File: config.mk
export PLATFORM = sky130hd
export DESIGN_NAME = irq_hs_ctrl
export DESIGN_NICKNAME = d
export VERILOG_FILES = /design/src/rtl/irqc_pkg.sv /design/src/rtl/irqc_edge.sv /design/src/rtl/irqc_flags.sv /design/src/rtl/irq_hs_ctrl.sv
export SDC_FILE = /design/constraint.sdc
export NUM_CORES = 1
export LEC_CHECK = 0
export ABC_AREA = 1
export BUFFER_PORTS_ARGS = -buffer_cell sky130_fd_sc_hd__buf_2
export CAP_MARGIN = 15
export CORE_AREA = 3 3 57 59
export CTS_CLUSTER_DIAMETER = 150
export CTS_CLUSTER_SIZE = 12
export DETAILED_ROUTE_END_ITERATION = 10
export DIE_AREA = 0 0 60 62
export MAX_ROUTING_LAYER = met4
export PLACE_DENSITY = 0.78
export SLEW_MARGIN = 20
export SYNTH_ARGS = -nofsm -noshare
export SYNTH_HDL_FRONTEND = slang
export SYNTH_SLANG_ARGS = --single-unit
File: constraint.sdc
create_clock -name clk -period 2.4 [get_ports clk]
set_input_delay 0.48 -clock clk [delete_from_list [all_inputs] [get_ports clk]]
set_output_delay 0.48 -clock clk [all_outputs]
set_load 0.01 [all_outputs]
File: src/rtl/irqc_pkg.sv
package irqc_pkg;
  localparam int NF    = 7;   // number of flag / enable bits
  localparam int CTL_W = 8;   // control register width
  localparam int NLINE = 4;   // control lines

  // flag bit positions
  localparam int B_CA2 = 0;
  localparam int B_CA1 = 1;
  localparam int B_SR  = 2;
  localparam int B_CB2 = 3;
  localparam int B_CB1 = 4;
  localparam int B_T2  = 5;
  localparam int B_T1  = 6;

  // line indices into the edge detector array
  localparam int L_CA1 = 0;
  localparam int L_CA2 = 1;
  localparam int L_CB1 = 2;
  localparam int L_CB2 = 3;

  typedef enum logic [1:0] {
    SEL_FLAG = 2'd0,
    SEL_EN   = 2'd1,
    SEL_CTL  = 2'd2,
    SEL_NONE = 2'd3
  } sel_e;

  function automatic logic [NF-1:0] enable_next(logic [NF-1:0] cur, logic [7:0] wd);
    return wd[7] ? (cur | wd[NF-1:0]) : (cur & ~wd[NF-1:0]);
  endfunction

  function automatic logic flag_next(logic cur, logic set, logic clr);
    return set | (cur & ~clr);
  endfunction

  function automatic logic line_hit(logic rise, logic fall, logic pol);
    return pol ? rise : fall;
  endfunction

  // a "2" line keeps its flag on port access when ctl = {dis=0, ?, ind=1}
  function automatic logic indep_mode(logic dis_bit, logic ind_bit);
    return !dis_bit && ind_bit;
  endfunction

  function automatic logic [NF-1:0] hs_clear(logic [CTL_W-1:0] ctl, logic pa, logic pb);
    logic [NF-1:0] m;
    m = '0;
    if (pa) begin
      m[B_CA1] = 1'b1;
      m[B_CA2] = !indep_mode(ctl[3], ctl[1]);
    end
    if (pb) begin
      m[B_CB1] = 1'b1;
      m[B_CB2] = !indep_mode(ctl[7], ctl[5]);
    end
    return m;
  endfunction
endpackage

File: src/rtl/irqc_edge.sv
module irqc_edge #(
  parameter int STAGES = 2
) (
  input  logic clk,
  input  logic rst_n,
  input  logic din,
  output logic rise,
  output logic fall
);
  // sh[0..STAGES-1] synchroniser, sh[STAGES] previous synchronised value
  logic [STAGES:0] sh;

  always_ff @(posedge clk or negedge rst_n) begin
    if (!rst_n) sh <= '0;
    else        sh <= {sh[STAGES-1:0], din};
  end

  assign rise =  sh[STAGES-1] & ~sh[STAGES];
  assign fall = ~sh[STAGES-1] &  sh[STAGES];
endmodule

File: src/rtl/irqc_flags.sv
module irqc_flags
  import irqc_pkg::*;
(
  input  logic          clk,
  input  logic          rst_n,
  input  logic [NF-1:0] set_evt,
  input  logic [NF-1:0] clr_evt,
  input  logic          en_wr,
  input  logic [7:0]    wdata,
  output logic [NF-1:0] flag_q,
  output logic [NF-1:0] en_q
);
  logic [NF-1:0] flag_d;

  for (genvar i = 0; i < NF; i++) begin : g_bit
    assign flag_d[i] = flag_next(flag_q[i], set_evt[i], clr_evt[i]);
  end

  always_ff @(posedge clk or negedge rst_n) begin
    if (!rst_n) begin
      flag_q <= '0;
      en_q   <= '0;
    end else begin
      flag_q <= flag_d;
      if (en_wr) en_q <= enable_next(en_q, wdata);
    end
  end
endmodule

File: src/rtl/irq_hs_ctrl.sv
module irq_hs_ctrl
  import irqc_pkg::*;
(
  input  logic       clk,
  input  logic       rst_n,
  input  logic       reg_wr,
  input  logic [1:0] reg_sel,
  input  logic [7:0] wdata,
  output logic [7:0] rdata,
  input  logic       pa_access,
  input  logic       pb_access,
  input  logic       ca1,
  input  logic       ca2,
  input  logic       cb1,
  input  logic       cb2,
  input  logic       t1_set,
  input  logic       t2_set,
  input  logic       sr_set,
  output logic       irq
);
  logic [NLINE-1:0] line_in, rise, fall;
  logic [CTL_W-1:0] ctl_q;
  logic [NF-1:0]    set_evt, clr_evt, flag_q, en_q;
  logic             flag_wr, en_wr, ctl_wr, any_on;

  assign line_in = {cb2, cb1, ca2, ca1};

  for (genvar l = 0; l < NLINE; l++) begin : g_line
    irqc_edge #(.STAGES(2)) u_edge (
      .clk (clk), .rst_n (rst_n), .din (line_in[l]),
      .rise(rise[l]), .fall(fall[l])
    );
  end

  assign flag_wr = reg_wr && (reg_sel == SEL_FLAG);
  assign en_wr   = reg_wr && (reg_sel == SEL_EN);
  assign ctl_wr  = reg_wr && (reg_sel == SEL_CTL);

  always_ff @(posedge clk or negedge rst_n) begin
    if (!rst_n)      ctl_q <= '0;
    else if (ctl_wr) ctl_q <= wdata;
  end

  always_comb begin
    set_evt        = '0;
    set_evt[B_CA1] = line_hit(rise[L_CA1], fall[L_CA1], ctl_q[0]);
    set_evt[B_CA2] = !ctl_q[3] && line_hit(rise[L_CA2], fall[L_CA2], ctl_q[2]);
    set_evt[B_CB1] = line_hit(rise[L_CB1], fall[L_CB1], ctl_q[4]);
    set_evt[B_CB2] = !ctl_q[7] && line_hit(rise[L_CB2], fall[L_CB2], ctl_q[6]);
    set_evt[B_SR]  = sr_set;
    set_evt[B_T2]  = t2_set;
    set_evt[B_T1]  = t1_set;
  end

  assign clr_evt = (flag_wr ? wdata[NF-1:0] : '0) | hs_clear(ctl_q, pa_access, pb_access);

  irqc_flags u_flags (
    .clk    (clk),
    .rst_n  (rst_n),
    .set_evt(set_evt),
    .clr_evt(clr_evt),
    .en_wr  (en_wr),
    .wdata  (wdata),
    .flag_q (flag_q),
    .en_q   (en_q)
  );

  assign any_on = |(flag_q & en_q);
  assign irq    = any_on;

  always_comb begin
    unique case (sel_e'(reg_sel))
      SEL_FLAG: rdata = {any_on, flag_q};
      SEL_EN:   rdata = {1'b1, en_q};
      SEL_CTL:  rdata = ctl_q;
      default:  rdata = '0;
    endcase
  end
endmodule

==> run metrics, run 1 <==
# diodes=0; most frequent cells in the layout=61 x nand2_1, 34 x dfrtp_1, 30 x buf_2, 27 x inv_1; met1 Resource Use GR=0.233; Pre-Repair DR Iteration Count=4; post-DP HPWL=~2400 um; Worst Tran Pin Value=744 ps; R2R depth=3; first-pass GRT wire length=5450 um; Starting Density=0.556; Post-CTS Hold Buffers=0; setup violators final=0; WL/cell=13.2 um; met2 track utilization from global routing=0.347; area post-placement=1710 sq um; CP top delay family=buffers and inverters; CTS H-Tree Depth=2; crit path launch=reg_sel[1]; CTS sink cnt=34; post-synthesis sequential area ratio=0.555; Worst EP required=1920 ps; unrepaired setup endpoints after global routing=no; Post-Synthesis Cell Area=roughly 1500 sq um; Nets=238; final critical-path share of the clock period=0.765; Tot Pwr=1.25 mW; final non-filler cell area=about 1800 sq um; Core Region=2760 sq um; fillers=~250; GP Congestion=0.822; Setup crit end kind=output pin; largest fanout on the critical path=5; Rel. slew slack=0.504; FP Rows=19; sequential share of power=0.557; Gate Count Post-Synth=180; fin crit period=between 1500 and 2000 ps; commonest non-fill, non-tap cell in the layout=nand2_1; hold crit path type=input pin to asynchronous set/reset pin; global routing's busiest layer=met2; detailed-route wire length=around 3300 um; Final Hold Fails=0; Most common cell on crit path=buf_2; max cap viols=0; Clock Skews=5.28 ps; GR Layer Usage met3=0.0806; R2R Path Start=ctl_q[7]; vias in the first global route=1232; CTS buffer count=5; Syn Area/Cell=roughly 8.5 sq um; FF+latch count, synth=34; final-report max-slew violation count=0; via/cell ratio=5.16; top cells by area, synth=dfrtp_1 55%, nand2_1 15%, inv_1 6.6%; Reg clk slew, reported paths=90 ps; syn_nets=between 200 and 250; PD cells=709 nW/um^2; Reg2Reg Setup Slack=1550 ps; Bufs and invs on worst path=4; switching power=around 380 uW; CP startpoint kind=input pin; post-CTS setup buffers=0; Worst Path Arrival=1360 ps; clk buf depth=2; VDD IR max=0.471 mV; Final ANT Viol Nets=0; CP cell instances=buf_2, inv_2, nor2_4, inv_1, o211ai_1, buf_2; # resized after CTS=0; buffers added on ports=30; Yosys top cell by area=dfrtp_1; outcome=finished clean; reg2reg end=u_flags.flag_q[3]; post-synth top area share=0.555; TritonCTS clock tree=done; CP max-delay cell=o211ai_1; power share of the clock group=0.246; TNS Setup=0 ps; worst setup path endpoint=rdata[5]; Int Power=874 uW; Die Ht=62 um; via count=1269; largest net degree at the start of global routing=35; clk root buf=clkbuf_4; Worst Setup Path Type=input pin to output pin; initial antenna violation count=0; f_max=545 MHz; die width=~60 um; P&R area growth vs syn=14.9%; grt total ovfl=0; die area=3720 sq um; Sw Share=0.301; CP peak stage delay=210 ps; layout cells sized above 1=0.233; WP depth=6; GRT Total Usage=0.213; Logic pwr share=0.197; leak pwr=0.925 nW; DRT iter0 DRCs=83; Synth Warn #=0; Unique masters post-synth=16; clock latency on the worst-skew pair=330 ps; # DRC=0; I/O Pins=31
-- stage by stage --
stage	util	hold slack (ps)	setup WS [ps]	std cells
6_report	0.639	203	564	246
3_5_place_dp	0.621	338	570	240
5_1_grt	0.639	210	451	246
2_1_floorplan	-	184	921	180
3_3_place_gp	0.621	332	584	240
4_1_cts	0.639	216	567	246
-- synth_stat cells --
library cell / instances
nand2_1: 61
dfrtp_1: 34
inv_1: 27
nor2_1: 11
o21ai_0: 11
o21ai_1: 8
o21ai_2: 7
o211ai_1: 6
nand3_1: 4
a21oi_1: 3
nor2_4: 3
a21oi_2: 1
buf_6: 1
inv_2: 1
nand2_2: 1
nand2_4: 1
-- worst register-to-register path: stages (launching register included) --
cell and delay, ps:
dfrtp_1 400, o21ai_0 170, nand2_1 70, o21ai_0 130
-- cell families after synthesis --
logic type	share of synthesized area
simple gates	0.223
compound gates	0.147
flops	0.555
buf+inv	0.0759
-- final cells by class --
type	instances	area, sq um	area share
flip-flops and latches	34	851	0.483
well taps	31	38.8	0.0220
clock buffers	6	51.3	0.0291
multi-input cells	117	567	0.322
repair buffers	30	150	0.0852
inverters	28	105	0.0596
-- power by group through the flow --
stage | logic (mW) | registers (mW) | clock network, mW
finish | 0.246 | 0.697 | 0.307
global route | 0.279 | 0.706 | 0.350
CTS | 0.250 | 0.696 | 0.318
detailed placement | 0.249 | 0.707 | 0
global placement | 0.240 | 0.702 | 0
floorplan | 0.163 | 0.691 | 0
-- worst min-delay path by stage --
| stage | start | to | slack [ps] | cells past startpoint |
|---|---|---|---|---|
| floorplan | rst_n | asynchronous set/reset pin | 180 | 0 |
| global placement | g_line[3].u_edge.sh[0] | g_line[3].u_edge.sh[1] | 330 | 0 |
| detailed placement | g_line[2].u_edge.sh[0] | g_line[2].u_edge.sh[1] | 340 | 0 |
| CTS | rst_n | u_flags.flag_q[0] | 220 | 1 |
| global route | ca2 | g_line[1].u_edge.sh[0] | 210 | 1 |
| finish | rst_n | u_flags.flag_q[0] | 200 | 1 |
-- metal layers --
metal,part of all wire,wire (um)
met1,0.42,1350
met2,0.49,1590
met3,0.076,247
met4,0.021,67
met5,0,0
No activity file was read; power rests on OpenSTA's default activity.
==> inputs of run 2 (changes only) <==
--- a/config.mk
+++ b/config.mk
@@ -8,13 +8,13 @@
 export ABC_AREA = 1
 export BUFFER_PORTS_ARGS = -buffer_cell sky130_fd_sc_hd__buf_2
 export CAP_MARGIN = 15
-export CORE_AREA = 3 3 57 59
+export CORE_AREA = 3 3 58 60
 export CTS_CLUSTER_DIAMETER = 150
 export CTS_CLUSTER_SIZE = 12
 export DETAILED_ROUTE_END_ITERATION = 10
-export DIE_AREA = 0 0 60 62
+export DIE_AREA = 0 0 61 63
 export MAX_ROUTING_LAYER = met4
-export PLACE_DENSITY = 0.78
+export PLACE_DENSITY = 0.76
 export SLEW_MARGIN = 20
 export SYNTH_ARGS = -nofsm -noshare
 export SYNTH_HDL_FRONTEND = slang
==> constraint.sdc (replaced) <==
create_clock -name clk -period 1.7 [get_ports clk]
set_input_delay 0.34 -clock clk [delete_from_list [all_inputs] [get_ports clk]]
set_output_delay 0.34 -clock clk [all_outputs]
set_load 0.01 [all_outputs]
==> run 2 against run 1 <==
  * First-iteration DRC count fell by 22%
  * Global-route usage fell by 1.7 points
  * Wire length shrank 1.3%
  * Register-to-register slack lost 720 ps
  * Utilization shrank 2.7 points
  * Flip-flop and latch count stayed put
  * Critical path type is now flip-flop to output pin
  * Final area grew 3.5%
==> run metrics, run 2 (synthesis gave the netlist of run 1 again) <==
Placement Setup Slack=183 ps (-387 ps); Final Hold Fails=0 (unchanged); # DRC=0 (unchanged); Nets=244 (+2.5%); die width=61 um (+1.7%); fillers=272 (+7.5%); CTS sink cnt=34 (unchanged); Clock Skews=3.91 ps (-1.37 ps); Hold Startpoint=ca1; first-pass GRT wire length=5420 um (-0.64%); leak pwr=0.954 nW (+3.2%); R2R depth=3 (unchanged); setup ws final=34.2 ps (-530 ps); hold depth=1; PD cells=969 nW/um^2 (+37%); largest net degree at the start of global routing=19 (-46%); layout cells sized above 1=0.252 (+0.0197); Most common cell on crit path=nand2_1; Core Region=2980 sq um (+8.0%); Setup crit end kind=output pin; Reg clk slew, reported paths=90 ps (about the same); R2R Path Start=ctl_q[7]; Die Ht=63 um (+1.6%); hold crit path type=input pin to flip-flop; FP Rows=20 (+1); CP startpoint kind=flip-flop; VDD IR max=0.427 mV (-9.4%); Starting Density=0.515 (-0.0411); Reg2Reg Setup Slack=830 ps (-720 ps); unrepaired setup endpoints after global routing=yes; DRT iter0 DRCs=65 (-22%); CP max-delay cell=dfrtp_1; GRT Total Usage=0.196 (-0.0169); Hold EP=g_line[0].u_edge.sh[0]; buffers added on ports=30 (unchanged); TNS Setup=0 ps (unchanged); CTS buffer count=5 (unchanged); Worst Setup Path Type=flip-flop to output pin; Worst Tran Pin Value=421 ps (-322 ps); GP Congestion=0.823 (about the same); clock latency on the worst-skew pair=330 ps (about the same); via/cell ratio=5.09 (-1.3%); final-report max-slew violation count=0 (unchanged); Final ANT Viol Nets=0 (unchanged); setup violators final=0 (unchanged); post-DP HPWL=2370 um (-2.8%); Worst EP required=1360 ps (-560 ps); final critical-path share of the clock period=0.980; CP peak stage delay=410 ps (+200 ps); detailed-route wire length=3210 um (-1.3%); clk buf depth=2 (unchanged); CTS H-Tree Depth=2 (unchanged); I/O Pins=31 (unchanged); die area=3840 sq um (+3.3%); initial antenna violation count=0 (unchanged); most frequent cells in the layout=60 x nand2_1, 34 x dfrtp_1, 30 x buf_2, 27 x inv_1, 11 x o21ai_0; Rel. slew slack=0.719 (+0.215); grt total ovfl=0 (unchanged); CP cell instances=nand2_1, nand2_1, nor2_2, nand2_1, nand2_1, nand2_1, buf_2; Worst Path Arrival=1330 ps (-30 ps); f_max=600 MHz; fin crit period=1670 ps; via count=1298 (+2.3%); clk root buf=clkbuf_4; largest fanout on the critical path=3 (-2); commonest non-fill, non-tap cell in the layout=nand2_1; TritonCTS clock tree=done; WL/cell=12.6 um (-4.7%); # diodes=0 (unchanged); P&R area growth vs syn=18.9%; outcome=finished clean; max cap viols=0 (unchanged); reg2reg end=u_flags.flag_q[3]; vias in the first global route=1244 (+0.97%); Pre-Repair DR Iteration Count=4 (unchanged)
-- run 2: cell types whose count changed in the layout (fill, tap and decap cells not counted), sizes merged --
cell,change
clkbuf,+1
buf,+5
dlygate4sd3,+1
-- run 2: cell type report --
class,instances,area [sq um],share of cell area
Multi-Input combinational cell,117,572,0.313
Inverter,28,105,0.0576
Sequential cell,34,851,0.466
Clock buffer,7,45.0,0.0247
Timing Repair Buffer,36,210,0.115
Tap cell,33,41.3,0.0226
-- run 2: through the flow --
stage	hold WS (ps)	instances	area (sq um)	power [mW]	utilization
final	108	255	1820	1.77	0.613
after global routing	76.8	255	1820	1.89	0.613
after CTS	87.2	252	1800	1.76	0.603
after detailed placement	293	244	1740	1.35	0.585
after global placement	292	244	1740	1.34	0.585
after floorplan	44.4	180	1530	1.21	-
-- run 2: metal layers --
| layer | vias to the layer above | part of all wire | routed length, um | track usage |
|---|---|---|---|---|
| li1 | 646 | - | - | - |
| met1 | 595 | 0.43 | 1400 | 0.263 |
| met2 | 50 | 0.46 | 1480 | 0.286 |
| met3 | 7 | 0.085 | 272 | 0.0599 |
| met4 | 0 | 0.020 | 63 | 0.0569 |
| met5 | - | 0 | 0 | - |
-- run 2: how the worst max path moves through the flow --
stage	startpoint	to	slack, ps
4_1_cts	u_flags.flag_q[2]	rdata[7]	30
5_1_grt	flip-flop	rdata[7]	-50
3_5_place_dp	reg_sel[1]	rdata[5]	180
3_3_place_gp	reg_sel[1]	rdata[5]	180
6_report	flip-flop	rdata[7]	30
2_1_floorplan	reg_sel[1]	rdata[0]	500
-- run 2: worst max-delay path, delay by kind of cell (launching register included) --
family | cells | cell delay [ps]
and+or+nand+nor | 6 | 440
DFF | 1 | 410
buffers and inverters | 1 | 140
-- run 2: timing repair --
item,4_1_cts,5_1_grt
setup buffers,0,3
setup endpoints to repair,0,1
hold endpoints to repair,16,0
hold buffers,1,0
gates resized for setup,0,2
-- run 2: report_power, final --
| group | leakage, nW | switching (mW) | internal [mW] |
|---|---|---|---|
| Clock | 0.0254 | 0.243 | 0.156 |
| Combinational | 0.528 | 0.217 | 0.168 |
| Sequential | 0.401 | 0.0748 | 0.909 |
